$ cat config.mk
export PLATFORM = sky130hd
export DESIGN_NAME = mslv_mailbox
export DESIGN_NICKNAME = d
export VERILOG_FILES = /design/src/rtl/mslv_pkg.sv /design/src/rtl/mslv_mdec.sv /design/src/rtl/mslv_sdec.sv /design/src/rtl/mslv_flags.sv /design/src/rtl/mslv_hold.sv /design/src/rtl/mslv_mailbox.sv
export SDC_FILE = /design/constraint.sdc
export NUM_CORES = 1
export LEC_CHECK = 0
export BUFFER_PORTS_ARGS = -buffer_cell sky130_fd_sc_hd__buf_2
export CAP_MARGIN = 0
export CORE_MARGIN = 2
export CORE_UTILIZATION = 43
export CTS_BUF_LIST = sky130_fd_sc_hd__clkbuf_8 sky130_fd_sc_hd__clkbuf_16
export DETAILED_ROUTE_END_ITERATION = 10
export PLACE_DENSITY = 0.72
export SYNTH_ARGS = -nofsm -noshare
export SYNTH_HDL_FRONTEND = slang
export SYNTH_SLANG_ARGS = --single-unit
$ cat constraint.sdc
create_clock -name clk -period 3.9 [get_ports clk]
set_input_delay 0 -clock clk [delete_from_list [all_inputs] [get_ports clk]]
set_output_delay 0 -clock clk [all_outputs]
set_load 0.005 [all_outputs]
$ cat src/rtl/mslv_pkg.sv
package mslv_pkg;
   typedef enum logic [1:0] {
      OFS_CTRL = 2'd0,
      OFS_DATA = 2'd1,
      OFS_CLR  = 2'd2,
      OFS_NONE = 2'd3
   } mofs_e;

   localparam int ST_MMSG    = 0;
   localparam int ST_SMSG    = 1;
   localparam int ST_ALIVE_N = 2;
   localparam int ST_HOLD_N  = 3;
   localparam int ST_DIR     = 4;
   localparam int ST_RST_N   = 5;

   localparam int CTL_MMSG   = 1;
   localparam int CTL_RST    = 4;

   localparam int PG_SMSG_SET  = 2;
   localparam int PG_MMSG_CLR  = 3;
   localparam int PG_STAT      = 5;
   localparam int PG_ALIVE_SET = 6;
   localparam int PG_DATA      = 7;
endpackage

$ cat src/rtl/mslv_mdec.sv
module mslv_mdec
   import mslv_pkg::*;
#(
   parameter int ADDR_W   = 8,
   parameter int BASE_W   = 4,
   parameter int SLOT_W   = 2,
   parameter int SLOT_IDX = 1
) (
   input  logic [BASE_W-1:0] base_jmp_n,
   input  logic [ADDR_W-1:0] m_addr,
   input  logic              m_rd,
   input  logic              m_wr,
   output logic              sel,
   output logic              ctl_wr,
   output logic              stat_rd,
   output logic              data_rd,
   output logic              data_wr,
   output logic              alive_clr,
   output logic              smsg_clr
);
   localparam int OFS_W = ADDR_W - BASE_W - SLOT_W;

   generate
      if (OFS_W != 2) begin : g_bad_split
         $error("mslv_mdec: address split must leave two offset bits");
      end
      if (SLOT_IDX >= (1 << SLOT_W)) begin : g_bad_slot
         $error("mslv_mdec: SLOT_IDX does not fit SLOT_W");
      end
   endgenerate

   logic  base_hit, slot_hit;
   mofs_e ofs;

   assign base_hit = (m_addr[ADDR_W-1 -: BASE_W] == ~base_jmp_n);
   assign slot_hit = (m_addr[OFS_W +: SLOT_W] == SLOT_W'(SLOT_IDX));
   assign ofs      = mofs_e'(m_addr[1:0]);
   assign sel      = base_hit & slot_hit;

   assign ctl_wr    = sel & m_wr & (ofs == OFS_CTRL);
   assign stat_rd   = sel & m_rd & (ofs == OFS_CTRL);
   assign data_rd   = sel & m_rd & (ofs == OFS_DATA);
   assign data_wr   = sel & m_wr & (ofs == OFS_DATA);
   assign alive_clr = sel & m_rd & (ofs == OFS_CLR);
   assign smsg_clr  = sel & m_wr & (ofs == OFS_CLR);
endmodule

$ cat src/rtl/mslv_sdec.sv
module mslv_sdec
   import mslv_pkg::*;
#(
   parameter int PAGE_W = 4
) (
   input  logic [PAGE_W-1:0] page,
   input  logic              s_rd,
   input  logic              s_wr,
   input  logic              en,
   output logic              smsg_set,
   output logic              mmsg_clr,
   output logic              alive_set,
   output logic              stat_pg,
   output logic              data_pg,
   output logic              data_get,
   output logic              data_put
);
   generate
      if (PAGE_W < 3) begin : g_bad_page
         $error("mslv_sdec: PAGE_W too small for the page map");
      end
   endgenerate

   function automatic logic pg_is(input logic [PAGE_W-1:0] p, input int code);
      return p == PAGE_W'(code);
   endfunction

   assign stat_pg   = en & pg_is(page, PG_STAT);
   assign data_pg   = en & pg_is(page, PG_DATA);
   assign smsg_set  = en & s_rd & pg_is(page, PG_SMSG_SET);
   assign mmsg_clr  = en & s_rd & pg_is(page, PG_MMSG_CLR);
   assign alive_set = en & s_rd & pg_is(page, PG_ALIVE_SET);
   assign data_get  = data_pg & s_rd;
   assign data_put  = data_pg & s_wr;
endmodule

$ cat src/rtl/mslv_flags.sv
module mslv_flags (
   input  logic clk,
   input  logic rst_n,
   input  logic ctl_wr,
   input  logic ctl_rst_bit,
   input  logic ctl_mmsg_bit,
   input  logic smsg_set,
   input  logic smsg_clr,
   input  logic mmsg_clr,
   input  logic alive_set,
   input  logic alive_clr,
   output logic mmsg,
   output logic smsg,
   output logic alive,
   output logic slv_rst,
   output logic slv_clr
);
   logic mmsg_q, smsg_q, alive_q, rst_q;
   logic rst_go;

   assign rst_go  = ctl_wr & ctl_rst_bit;
   assign slv_clr = rst_q | rst_go;

   always_ff @(posedge clk or negedge rst_n) begin
      if (!rst_n) begin
         rst_q   <= 1'b1;
         mmsg_q  <= 1'b0;
         smsg_q  <= 1'b0;
         alive_q <= 1'b0;
      end else begin
         if (ctl_wr) rst_q <= ctl_rst_bit;

         if (ctl_wr && ctl_mmsg_bit) mmsg_q <= 1'b1;
         else if (mmsg_clr)          mmsg_q <= 1'b0;

         if (slv_clr)       smsg_q <= 1'b0;
         else if (smsg_set) smsg_q <= 1'b1;
         else if (smsg_clr) smsg_q <= 1'b0;

         if (slv_clr)        alive_q <= 1'b0;
         else if (alive_set) alive_q <= 1'b1;
         else if (alive_clr) alive_q <= 1'b0;
      end
   end

   assign mmsg    = mmsg_q;
   assign smsg    = smsg_q;
   assign alive   = alive_q;
   assign slv_rst = rst_q;
endmodule

$ cat src/rtl/mslv_hold.sv
module mslv_hold #(
   parameter int DATA_W     = 8,
   parameter bit ERR_STICKY = 1'b1
) (
   input  logic              clk,
   input  logic              rst_n,
   input  logic              clr,
   input  logic              s_get,
   input  logic              s_put,
   input  logic [DATA_W-1:0] s_wdata,
   input  logic              m_take,
   input  logic              m_give,
   input  logic [DATA_W-1:0] m_wdata,
   output logic              hold,
   output logic              dir,
   output logic              done,
   output logic [DATA_W-1:0] to_master,
   output logic [DATA_W-1:0] to_slave,
   output logic              perr
);
   logic hold_q, dir_q, misuse;
   logic [DATA_W-1:0] tom_q, tos_q;

   assign done   = hold_q & ((m_take & ~dir_q) | (m_give & dir_q));
   assign misuse = (m_take | m_give) & ~done;

   always_ff @(posedge clk or negedge rst_n) begin
      if (!rst_n) begin
         hold_q <= 1'b0;
         dir_q  <= 1'b0;
         tom_q  <= '0;
         tos_q  <= '0;
      end else begin
         if (clr)       hold_q <= 1'b0;
         else if (done) hold_q <= 1'b0;
         else if (!hold_q && (s_get || s_put)) begin
            hold_q <= 1'b1;
            dir_q  <= s_get;
         end
         if (!clr && !hold_q && s_put) tom_q <= s_wdata;
         if (done && dir_q)            tos_q <= m_wdata;
      end
   end

   generate
      if (ERR_STICKY) begin : g_sticky
         logic err_q;
         always_ff @(posedge clk or negedge rst_n) begin
            if (!rst_n)      err_q <= 1'b0;
            else if (misuse) err_q <= 1'b1;
         end
         assign perr = err_q;
      end else begin : g_pulse
         logic err_q;
         always_ff @(posedge clk or negedge rst_n) begin
            if (!rst_n) err_q <= 1'b0;
            else        err_q <= misuse;
         end
         assign perr = err_q;
      end
   endgenerate

   assign hold      = hold_q;
   assign dir       = dir_q;
   assign to_master = tom_q;
   assign to_slave  = tos_q;
endmodule

$ cat src/rtl/mslv_mailbox.sv
module mslv_mailbox
   import mslv_pkg::*;
#(
   parameter int DATA_W     = 8,
   parameter int ADDR_W     = 8,
   parameter int BASE_W     = 4,
   parameter int SLOT_W     = 2,
   parameter int SLOT_IDX   = 1,
   parameter int PAGE_W     = 4,
   parameter bit ERR_STICKY = 1'b1
) (
   input  logic              clk,
   input  logic              rst_n,
   input  logic [BASE_W-1:0] base_jmp_n,
   input  logic [ADDR_W-1:0] m_addr,
   input  logic              m_rd,
   input  logic              m_wr,
   input  logic [DATA_W-1:0] m_wdata,
   output logic [DATA_W-1:0] m_rdata,
   output logic              m_sel,
   input  logic [PAGE_W-1:0] s_io_page,
   input  logic              s_rd,
   input  logic              s_wr,
   input  logic [DATA_W-1:0] s_wdata,
   output logic [DATA_W-1:0] s_rdata,
   output logic              s_wait,
   output logic              s_reset_n,
   output logic              proto_err
);
   localparam int ST_BITS = ST_RST_N + 1;

   generate
      if (DATA_W < ST_BITS) begin : g_bad_width
         $error("mslv_mailbox: DATA_W too narrow for the status byte");
      end
   endgenerate

   logic ctl_wr_w, stat_rd_w, data_rd_w, data_wr_w, alive_clr_w, smsg_clr_w;
   logic smsg_set_w, mmsg_clr_w, alive_set_w, stat_pg_w, data_pg_w;
   logic data_get_w, data_put_w;
   logic mmsg_w, smsg_w, alive_w, slv_rst_w, slv_clr_w;
   logic hold_w, dir_w, done_w;
   logic [DATA_W-1:0] tom_w, tos_w, status_w, sstat_w;

   mslv_mdec #(
      .ADDR_W(ADDR_W), .BASE_W(BASE_W), .SLOT_W(SLOT_W), .SLOT_IDX(SLOT_IDX)
   ) u_mdec (
      .base_jmp_n(base_jmp_n), .m_addr(m_addr), .m_rd(m_rd), .m_wr(m_wr),
      .sel(m_sel), .ctl_wr(ctl_wr_w), .stat_rd(stat_rd_w),
      .data_rd(data_rd_w), .data_wr(data_wr_w),
      .alive_clr(alive_clr_w), .smsg_clr(smsg_clr_w)
   );

   mslv_sdec #(.PAGE_W(PAGE_W)) u_sdec (
      .page(s_io_page), .s_rd(s_rd), .s_wr(s_wr), .en(~slv_rst_w),
      .smsg_set(smsg_set_w), .mmsg_clr(mmsg_clr_w), .alive_set(alive_set_w),
      .stat_pg(stat_pg_w), .data_pg(data_pg_w),
      .data_get(data_get_w), .data_put(data_put_w)
   );

   mslv_flags u_flags (
      .clk(clk), .rst_n(rst_n),
      .ctl_wr(ctl_wr_w), .ctl_rst_bit(m_wdata[CTL_RST]), .ctl_mmsg_bit(m_wdata[CTL_MMSG]),
      .smsg_set(smsg_set_w), .smsg_clr(smsg_clr_w), .mmsg_clr(mmsg_clr_w),
      .alive_set(alive_set_w), .alive_clr(alive_clr_w),
      .mmsg(mmsg_w), .smsg(smsg_w), .alive(alive_w),
      .slv_rst(slv_rst_w), .slv_clr(slv_clr_w)
   );

   mslv_hold #(.DATA_W(DATA_W), .ERR_STICKY(ERR_STICKY)) u_hold (
      .clk(clk), .rst_n(rst_n), .clr(slv_clr_w),
      .s_get(data_get_w), .s_put(data_put_w), .s_wdata(s_wdata),
      .m_take(data_rd_w), .m_give(data_wr_w), .m_wdata(m_wdata),
      .hold(hold_w), .dir(dir_w), .done(done_w),
      .to_master(tom_w), .to_slave(tos_w), .perr(proto_err)
   );

   always_comb begin
      status_w             = '1;
      status_w[ST_MMSG]    = mmsg_w;
      status_w[ST_SMSG]    = smsg_w;
      status_w[ST_ALIVE_N] = ~alive_w;
      status_w[ST_HOLD_N]  = ~hold_w;
      status_w[ST_DIR]     = dir_w;
      status_w[ST_RST_N]   = ~slv_rst_w;
   end

   always_comb begin
      sstat_w          = '0;
      sstat_w[ST_MMSG] = mmsg_w;
      sstat_w[ST_SMSG] = smsg_w;
   end

   always_comb begin
      if (stat_rd_w)                m_rdata = status_w;
      else if (data_rd_w && done_w) m_rdata = tom_w;
      else                          m_rdata = '1;
   end

   always_comb begin
      if (stat_pg_w)      s_rdata = sstat_w;
      else if (data_pg_w) s_rdata = tos_w;
      else                s_rdata = '1;
   end

   assign s_wait    = hold_w;
   assign s_reset_n = ~slv_rst_w;
endmodule

==> impl_metrics.csv, run 1 <==
group,metric,value,unit
hold_path,min_path_type,"input pin to flip-flop",
floorplan,die_w,57.3,um
timing,setup_viol,0,
global_routing,grt_first_pass_wirelength,4970,um
placement,place_congestion,0.798,
floorplan,core,2730,um^2
logic_synthesis,synth_flop_cell,"dfrtp_1",
cts,cts_sinks,23,
detailed_routing,drc,0,
detailed_routing,dr.pass1.iters,4,
logic_synthesis,synth_edf_count,0,
cts,numCtsBuffers,3,
final_layout,drive_above_1_share,41.9,%
timing,fin_crit,2.08,ns
timing,fin_skew,0.00185,ns
floorplan,rows,19,
worst_setup_path,cp_max_fo,9,
cts,tritoncts,"done",
worst_setup_path,worstPathArrival,2.24,ns
worst_setup_path,worst_ep_required_time,4.05,ns
global_routing,use_met3,4.54,%
global_routing,use_met1,23.6,%
logic_synthesis,yosysWarnings,0,
logic_synthesis,ys_seq_area_share,47.2,%
logic_synthesis,netlist_instances,118,
detailed_routing,wl_per_cell,13.6,um
floorplan,die_area,3280,um^2
detailed_routing,drt_wl_total,3030,um
global_routing,grt_max_degree,24,
final_layout,area_growth,42.5,%
final_layout,design_area,1740,um^2
worst_setup_path,endpoint_kind,"flip-flop",
final_layout,nets,230,
timing,finalHoldViolCount,0,
logic_synthesis,netlist.area_leader.share,45.1,%
global_routing,met2_usage,33.8,%
power_and_ir_drop,leakagePower,0.827,nW
cts,cts_resized,0,
power_and_ir_drop,power_density,365,nW/um^2
cts,cts_buffer_depth,2,
placement,dp_hpwl,2300,um
final_layout,nFillCells,219,
logic_synthesis,syn_area,1220,um^2
status,status,"finished, final reports clean",
final_layout,diodes,0,
detailed_routing,ant_nets,0,
worst_setup_path,critical_path_class,"flip-flop to flip-flop",
global_routing,grtUsageTotal,19.6,%
logic_synthesis,yosys-top-cells-count,"22 x dfrtp_1, 16 x mux2_2, 16 x nand2_1, 7 x inv_1",
cts,clock_latency,0.26,ns
detailed_routing,drt-initial-drc-count,33,
power_and_ir_drop,peakVddDrop,0.000259,V
detailed_routing,vias,1181,
logic_synthesis,yosysMostFrequentCell,"dfrtp_1",
floorplan,io_pins,58,
logic_synthesis,yosys_register_bits,23,
logic_synthesis,ys_types,34,
timing,timing.fmax,0.480,GHz
logic_synthesis,synth_top_area_cell,"dfrtp_1",
floorplan,start_util,44.7,%
timing,tns,0,ns
global_routing,grt_pass1_vias,1223,
timing,report.final.slew_viol_count,0,
logic_synthesis,async_flop_share,100,%
worst_setup_path,start_kind,"flip-flop",
placement,placed_area,1530,um^2
placement,port_buffers,57,
logic_synthesis,syn_nets,156,
global_routing,antenna_found_initial,0,
flow_run,max-cap-violations,0,
global_routing,top_usage_layer,"met2",
cts,htreeDepth,1,
timing,relSlewSlack,42.7,%
cts,clk_pin_slew,0.08,ns
detailed_routing,vias_per_cell,5.32,
logic_synthesis,syn_avg_cell_area,10.3,um^2
timing,timing.final.crit_share,53.4,%
timing,tightest_slew,0.853,ns
timing,rsz0062_at_grt,"false",
floorplan,dieHeight,57.3,um
logic_synthesis,synth.top_cells.by_area,"dfrtp_1 45%, mux2_2 15%, nand2_1 4.9%",
global_routing,grt_overflow_total,0,
cts,cts_root_buf,"clkbuf_8",
cell type report:
class	count	area [um^2]	area share, %
Clock inverter	1	3.75	0.216
Timing Repair Buffer	74	455	26.2
Sequential cell	23	577	33.1
Tap cell	31	38.8	2.23
Clock buffer	3	41.3	2.37
Inverter	7	26.3	1.51
Multi-Input combinational cell	83	598	34.4
metal layers:
metal	up-vias	part of all wire (%)
met4	0	1.3
met1	550	42
met3	5	9.0
li1	573	-
met5	-	0
met2	53	48
path summary, 6_finish.rpt:
check / end / startpoint / slack, ns / cells after the start
worst min-delay path: u_flags.alive$_DFFE_PN0P_ / s_io_page[2] / 0.03 / 3
min in group asynchronous: u_hold.to_slave[3]$_DFFE_PN0P_ / rst_n / 0.23 / 2
worst min register to register: u_hold.perr$_DFFE_PN0P_ / u_hold.perr$_DFFE_PN0P_ / 0.48 / 1
max in group asynchronous: u_flags.slv_rst$_DFFE_PN1N_ / rst_n / 3.31 / 2
worst max register to register: u_hold.to_master[6]$_DFFE_PN0P_ / u_flags.slv_rst$_DFFE_PN1N_ / 1.82 / 4
worst max-delay path: u_hold.to_master[6]$_DFFE_PN0P_ / u_flags.slv_rst$_DFFE_PN1N_ / 1.82 / 4
where the power goes:
group	switching, mW	internal (mW)
registers	0.0362	0.294
logic	0.0692	0.0937
clock network	0.0718	0.0703
through the flow:
step | std cells | power [mW] | util, % | setup WS, ns | hold WS (ns)
CTS | 222 | 0.640 | 63.7 | 1.80 | 0.0310
global placement | 201 | 0.477 | 55.8 | 1.89 | -0.00501
floorplan | 118 | 0.424 | - | 2.05 | -0.296
global route | 222 | 0.680 | 63.7 | 1.70 | 0.0405
detailed placement | 201 | 0.485 | 55.8 | 1.84 | -0.00146
finish | 222 | 0.635 | 63.7 | 1.82 | 0.0349
cell families (layout without fill, tap and decap cells):
family	after synthesis	after routing	synth area share [%]
AOI/OAI and AO/OA	21	21	12.8
xor gates and xnor gates	4	4	2.87
buffers and inverters	12	85	3.79
DFF	23	23	47.2
muxes	17	17	15.6
and+or+nand+nor	41	41	17.7
critical path: stages, from the launching register on:
cell and delay (ns):
dfstp_2 0.40, nor2_1 0.22, nand3_1 0.17, nor4_2 0.77
mux2_2 0.41
flip-flops by register name, summed over array words and instances, names as in the netlist:
signal            flops
u_flags.alive         1
u_hold.perr           1
u_flags.slv_rst       1
u_hold.dir            1
u_hold.hold           1
u_hold.to_master      8
u_flags.smsg          1
u_flags.mmsg          1
u_hold.to_slave       8
cell usage in the layout (no fill, tap or decap), types with 5 or more instances in the layout:
cell and n:
nor2_1 5, nand3_1 6, mux2_2 16, dfrtp_1 22, inv_1 8, buf_2 57, dlygate4sd3_1 17, a2bb2oi_1 6
nand2_1 16
repair_timing:
item	CTS	global route
hold buffers	17	0
endpoints found under the hold margin	38	0
buffers inserted	0	0
Note: power is estimated with default switching activity, not from simulation.
==> inputs of run 2 (changes only) <==
- ABC_AREA: not set -> 1
- PLACE_DENSITY: 0.72 -> 0.68
- clock period: 3.9 -> 2.1 ns (I/O delays scaled with it)
==> run 2 against run 1 <==
  * Worst setup slack worse by 1.5 ns
  * Via count increased by 37%
  * First-iteration DRC count increased by 94%
  * Clock power is 110% higher
  * Critical path type is now flip-flop to output pin
==> impl_metrics.csv, run 2 <==
group,metric,value,unit
timing,fin_crit,1.79,ns
power_and_ir_drop,peakVddDrop,0.000342,V
logic_synthesis,synth_flop_cell,"dfrtp_1",
logic_synthesis,async_flop_share,100,%
placement,port_buffers,57,
timing,timing.final.crit_share,85.2,%
logic_synthesis,synth.top_cells.by_area,"dfrtp_1 35%, nand2_1 16%, nand4_1 9.7%",
final_layout,nets,332,
detailed_routing,dr.pass1.iters,4,
logic_synthesis,yosysMostFrequentCell,"nand2_1",
floorplan,core,3390,um^2
power_and_ir_drop,total_power,0.913,mW
global_routing,grt_pass1_vias,1623,
timing,relSlewSlack,58.1,%
flow_run,max-cap-violations,0,
cts,tritoncts,"done",
cts,numCtsBuffers,3,
floorplan,dieHeight,64.1,um
placement,dp.cells,320,
logic_synthesis,netlist.area_leader.share,35.5,%
global_routing,met2_usage,41.9,%
global_routing,grtUsageTotal,22.2,%
cts,cts_sinks,23,
detailed_routing,drt-initial-drc-count,64,
floorplan,io_pins,58,
timing,rsz0062_at_grt,"false",
global_routing,grt_first_pass_wirelength,7110,um
floorplan,die_w,64.1,um
logic_synthesis,netlist_instances,221,
final_layout,instances_no_fill,339,
detailed_routing,drt_wl_total,4110,um
timing,report.final.slew_viol_count,0,
logic_synthesis,yosys_register_bits,23,
global_routing,grt_overflow_total,0,
placement,place_congestion,0.800,
logic_synthesis,yosys-top-cells-count,"68 x nand2_1, 39 x inv_1, 28 x nor2_1, 24 x nand4_1, 22 x dfrtp_1",
cts,cts_root_buf,"clkbuf_8",
timing,tns,0,ns
placement,dp_hpwl,2980,um
floorplan,start_util,45.8,%
logic_synthesis,syn_avg_cell_area,7.03,um^2
global_routing,antenna_found_initial,0,
logic_synthesis,yosysWarnings,0,
final_layout,diodes,0,
final_layout,layout_common_cells,"68 x nand2_1, 57 x buf_2, 39 x inv_1",
timing,timing.fmax,0.559,GHz
timing,fin_skew,0.00639,ns
global_routing,use_met3,3.35,%
detailed_routing,drc,0,
detailed_routing,vias,1622,
detailed_routing,vias_per_cell,4.78,
logic_synthesis,ys_types,26,
global_routing,top_usage_layer,"met2",
power_and_ir_drop,leakagePower,1.13,nW
worst_setup_path,cp_max_fo,8,
worst_setup_path,start_kind,"flip-flop",
global_routing,grt_max_degree,24,
final_layout,area_growth,33.0,%
cts,cts_buffer_depth,2,
worst_setup_path,worstPathArrival,1.79,ns
cts,clk_pin_slew,0.09,ns
cts,cts_setup_buffers,0,
logic_synthesis,synth_top_area_cell,"dfrtp_1",
detailed_routing,ant_nets,0,
final_layout,drive_above_1_share,28.0,%
timing,setup_viol,0,
logic_synthesis,syn_nets,259,
logic_synthesis,ys_seq_area_share,37.1,%
logic_synthesis,syn_area,1550,um^2
final_layout,layout_commonest_cell,"nand2_1",
timing,finalHoldViolCount,0,
global_routing,use_met1,25.3,%
floorplan,rows,21,
power_and_ir_drop,power_density,442,nW/um^2
timing,tightest_slew,0.628,ns
logic_synthesis,synth_edf_count,0,
worst_setup_path,critical_path_class,"flip-flop to output pin",
floorplan,die_area,4110,um^2
worst_setup_path,worst_ep_required_time,2.10,ns
status,status,"finished, final reports clean",
hold_path,min_path_type,"input pin to flip-flop",
cts,htreeDepth,1,
worst_setup_path,endpoint_kind,"output pin",
detailed_routing,wl_per_cell,12.1,um
cts,clock_latency,0.28,ns
## run 2: changes by cell type in the layout (fill, tap and decap cells not counted), sizes merged, moves of 3 or more
| cell | change |
|---|---|
| nand2 | +57 |
| inv | +32 |
| nor2 | +28 |
| nand4 | +25 |
| mux2 | -16 |
| a2bb2oi | -6 |
| a21oi | +3 |
| nand3 | +3 |
| o211ai | -3 |
| or2 | -3 |
| xor2 | -3 |
## run 2: repair_timing
| item | in CTS | in global routing |
|---|---|---|
| hold buffers | 15 | 0 |
| resized for setup | 0 | 0 |
| hold endpoints to repair | 36 | 0 |
## run 2: stage by stage
stage          worst slack (ns)  util [%]  area (um^2)  hold WS [ns]
2_1_floorplan             0.820         -         1550        -0.296
3_3_place_gp              0.662      55.1         1870        0.0138
3_5_place_dp              0.621      55.1         1870        0.0107
4_1_cts                   0.334      60.9         2070       0.00370
5_1_grt                   0.161      60.9         2070        0.0136
6_report                  0.310      60.9         2070     0.0000909
## run 2: path summary, 6_finish.rpt
path                                                   from                              end  slack [ns]  cells past startpoint
worst min-delay path                             m_wdata[3]   u_hold.to_slave[3]$_DFFE_PN0P_     0.00009                      3
worst max register to register  u_flags.slv_rst$_DFFE_PN1N_  u_hold.to_master[4]$_DFFE_PN0P_        0.61                      6
max in group asynchronous                             rst_n      u_flags.slv_rst$_DFFE_PN1N_        1.51                      2
worst max-delay path            u_flags.slv_rst$_DFFE_PN1N_                       s_rdata[0]        0.31                      5
worst min register to register      u_hold.perr$_DFFE_PN0P_          u_hold.perr$_DFFE_PN0P_        0.46                      2
min in group asynchronous                             rst_n   u_hold.to_slave[5]$_DFFE_PN0P_        0.22                      2
## run 2: kinds of logic after synthesis
kind of cell | synth area share, %
compound gates | 2.58
buf+inv | 12.3
flops | 37.1
simple gates | 47.9
## run 2: layout make-up
cell class	count	area, um^2
well taps	46	57.6
clock inverters	1	5.00
repair buffers	74	450
inverters	40	150
multi-input cells	152	785
flip-flops and latches	23	577
fillers	333	1320
clock buffers	3	41.3
## run 2: power by group
group          leakage [nW]  internal [mW]  total (mW)  switching, mW
combinational         0.792         0.0728       0.159         0.0865
sequential            0.312          0.452       0.461        0.00865
clock                0.0255          0.133       0.293          0.160
## run 2: per-layer routing
layer	up-vias	part of all wire (%)	wire, um
met5	-	0	0
met4	0	1.4	57
met3	7	3.9	160
met2	41	52	2130
met1	733	43	1770
li1	841	-	-
## run 2: critical path, cell delays in order, from the launching register on
cell     delay, ns
dfstp_2       0.40
nor2_2        0.17
nand3_1       0.23
nor2_1        0.44
a21oi_1       0.13
buf_2         0.14
==> inputs of run 3 (changes only) <==
- REMOVE_ABC_BUFFERS: not set -> 1
==> run 3 against run 2 <==
  * Maximum frequency is 2.7% lower
  * Design area hardly changed
  * Critical path depth unchanged
  * Highest routed layer unchanged
==> impl_metrics.csv, run 3 (synthesized netlist as in run 2, its figures left out) <==
group,metric,value,unit
status,status,"finished, final reports clean",
detailed_routing,vias,1603,
power_and_ir_drop,power_density,433,nW/um^2
global_routing,antenna_found_initial,0,
final_layout,regArea,577,um^2
final_layout,instances_no_fill,339,
global_routing,grtUsageTotal,21.3,%
flow_run,max-cap-violations,0,
timing,fin_skew,0.00213,ns
worst_setup_path,worst_ep_required_time,2.10,ns
placement,port_buffers,57,
final_layout,nFillCells,322,
final_layout,area_growth,33.0,%
worst_setup_path,start_kind,"flip-flop",
timing,hold_slack,0.00304,ns
placement,dp_hpwl,2910,um
floorplan,die_w,64.1,um
hold_path,min_from,"m_wdata[6]",
worst_setup_path,worstPathArrival,1.84,ns
cts,tritoncts,"done",
cts,cts_root_buf,"clkbuf_8",
floorplan,start_util,45.8,%
power_and_ir_drop,leakagePower,1.13,nW
timing,setup_viol,0,
hold_path,hold_depth,3,
placement,place_congestion,0.758,
worst_setup_path,endpoint_kind,"output pin",
detailed_routing,drt-initial-drc-count,77,
final_layout,layout_commonest_cell,"nand2_1",
detailed_routing,wl_per_cell,11.6,um
hold_path,min_path_type,"input pin to flip-flop",
cts,cts_sinks,23,
detailed_routing,ant_nets,0,
cts,htreeDepth,1,
final_layout,drive_above_1_share,27.6,%
timing,fin_crit,1.84,ns
global_routing,grt_overflow_total,0,
power_and_ir_drop,peakVddDrop,0.000461,V
detailed_routing,dr.pass1.iters,4,
worst_setup_path,r2r_slack,0.65,ns
final_layout,design_area,2060,um^2
placement,dp.cells,320,
final_layout,finish.utilization,60.9,%
global_routing,grt_max_degree,24,
timing,timing.final.crit_share,87.6,%
timing,setup_slack,0.260,ns
detailed_routing,drt_wl_total,3920,um
timing,tightest_slew,0.657,ns
timing,timing.fmax,0.544,GHz
worst_setup_path,worstRegToRegCells,6,
worst_setup_path,critical_path_class,"flip-flop to output pin",
cts,cts_buffer_depth,2,
hold_path,hold_end,"u_hold.to_slave[6]$_DFFE_PN0P_",
timing,tns,0,ns
placement,dp_slack,0.568,ns
worst_setup_path,reg2reg_to,"u_hold.to_master[2]$_DFFE_PN0P_",
final_layout,multiInputGateArea,785,um^2
global_routing,grt_pass1_vias,1570,
worst_setup_path,r2r_start,"u_flags.slv_rst$_DFFE_PN1N_",
global_routing,grt_first_pass_wirelength,6930,um
timing,relSlewSlack,55.8,%
floorplan,io_pins,58,
final_layout,nets,332,
detailed_routing,vias_per_cell,4.73,
timing,report.final.slew_viol_count,0,
worst_setup_path,cp_max_fo,8,
floorplan,rows,21,
detailed_routing,drc,0,
cts,clk_pin_slew,0.08,ns
cts,numCtsBuffers,3,
power_and_ir_drop,total_power,0.894,mW
final_layout,diodes,0,
floorplan,core,3390,um^2
floorplan,dieHeight,64.1,um
timing,finalHoldViolCount,0,
floorplan,die_area,4110,um^2
cts,clock_latency,0.26,ns
final_layout,layout_common_cells,"68 x nand2_1, 57 x buf_2, 40 x inv_1",
timing,rsz0062_at_grt,"false",
placement,placed_area,1870,um^2
==> run 3: cell count changes in the layout (fill, tap and decap cells not counted) <==
cell | before | now
clkinv_2 | 1 | 0
inv_1 | 39 | 40
==> run 3: critical path: stages (launching register included) <==
cell	delay, ns
dfstp_2	0.40
nor2_2	0.18
nand3_1	0.24
nor2_1	0.47
a21oi_1	0.14
buf_2	0.15
==> run 3: worst max-delay path by stage <==
stage,cells after the start,to,startpoint
2_1_floorplan,4,u_hold.to_master[0]$_DFFE_PN0P_,u_hold.hold$_DFFE_PN0P_
3_3_place_gp,5,s_rdata[0],u_flags.slv_rst$_DFFE_PN1N_
3_5_place_dp,5,s_rdata[0],u_flags.slv_rst$_DFFE_PN1N_
4_1_cts,5,s_rdata[0],u_flags.slv_rst$_DFFE_PN1N_
5_1_grt,5,s_rdata[0],u_flags.slv_rst$_DFFE_PN1N_
6_report,5,s_rdata[0],u_flags.slv_rst$_DFFE_PN1N_
==> run 3: cell type report <==
class | count | share of cell area, %
Multi-Input combinational cell | 152 | 38.0
Sequential cell | 23 | 27.9
Timing Repair Buffer | 74 | 21.8
Inverter | 40 | 7.27
Tap cell | 46 | 2.79
Clock buffer | 3 | 2.00
Clock inverter | 1 | 0.182
==> run 3: report_power, final <==
part / internal (mW) / switching (mW) / leakage [nW]
sequential: 0.452 / 0.00834 / 0.312
combinational: 0.0728 / 0.0875 / 0.792
clock: 0.131 / 0.143 / 0.0269
==> run 3: metal layers <==
layer	vias to the layer above	GRT usage, %	wire length (um)
met4	0	3.99	23
met1	726	26.3	1760
met5	-	0	0
li1	839	-	-
met3	2	3.70	154
met2	36	39.1	1990
==> run 3: timing repair <==
action,4_1_cts,5_1_grt
hold buffers,15,0
resized for setup,0,0
buffers inserted,0,0
endpoints found under the hold margin,37,0
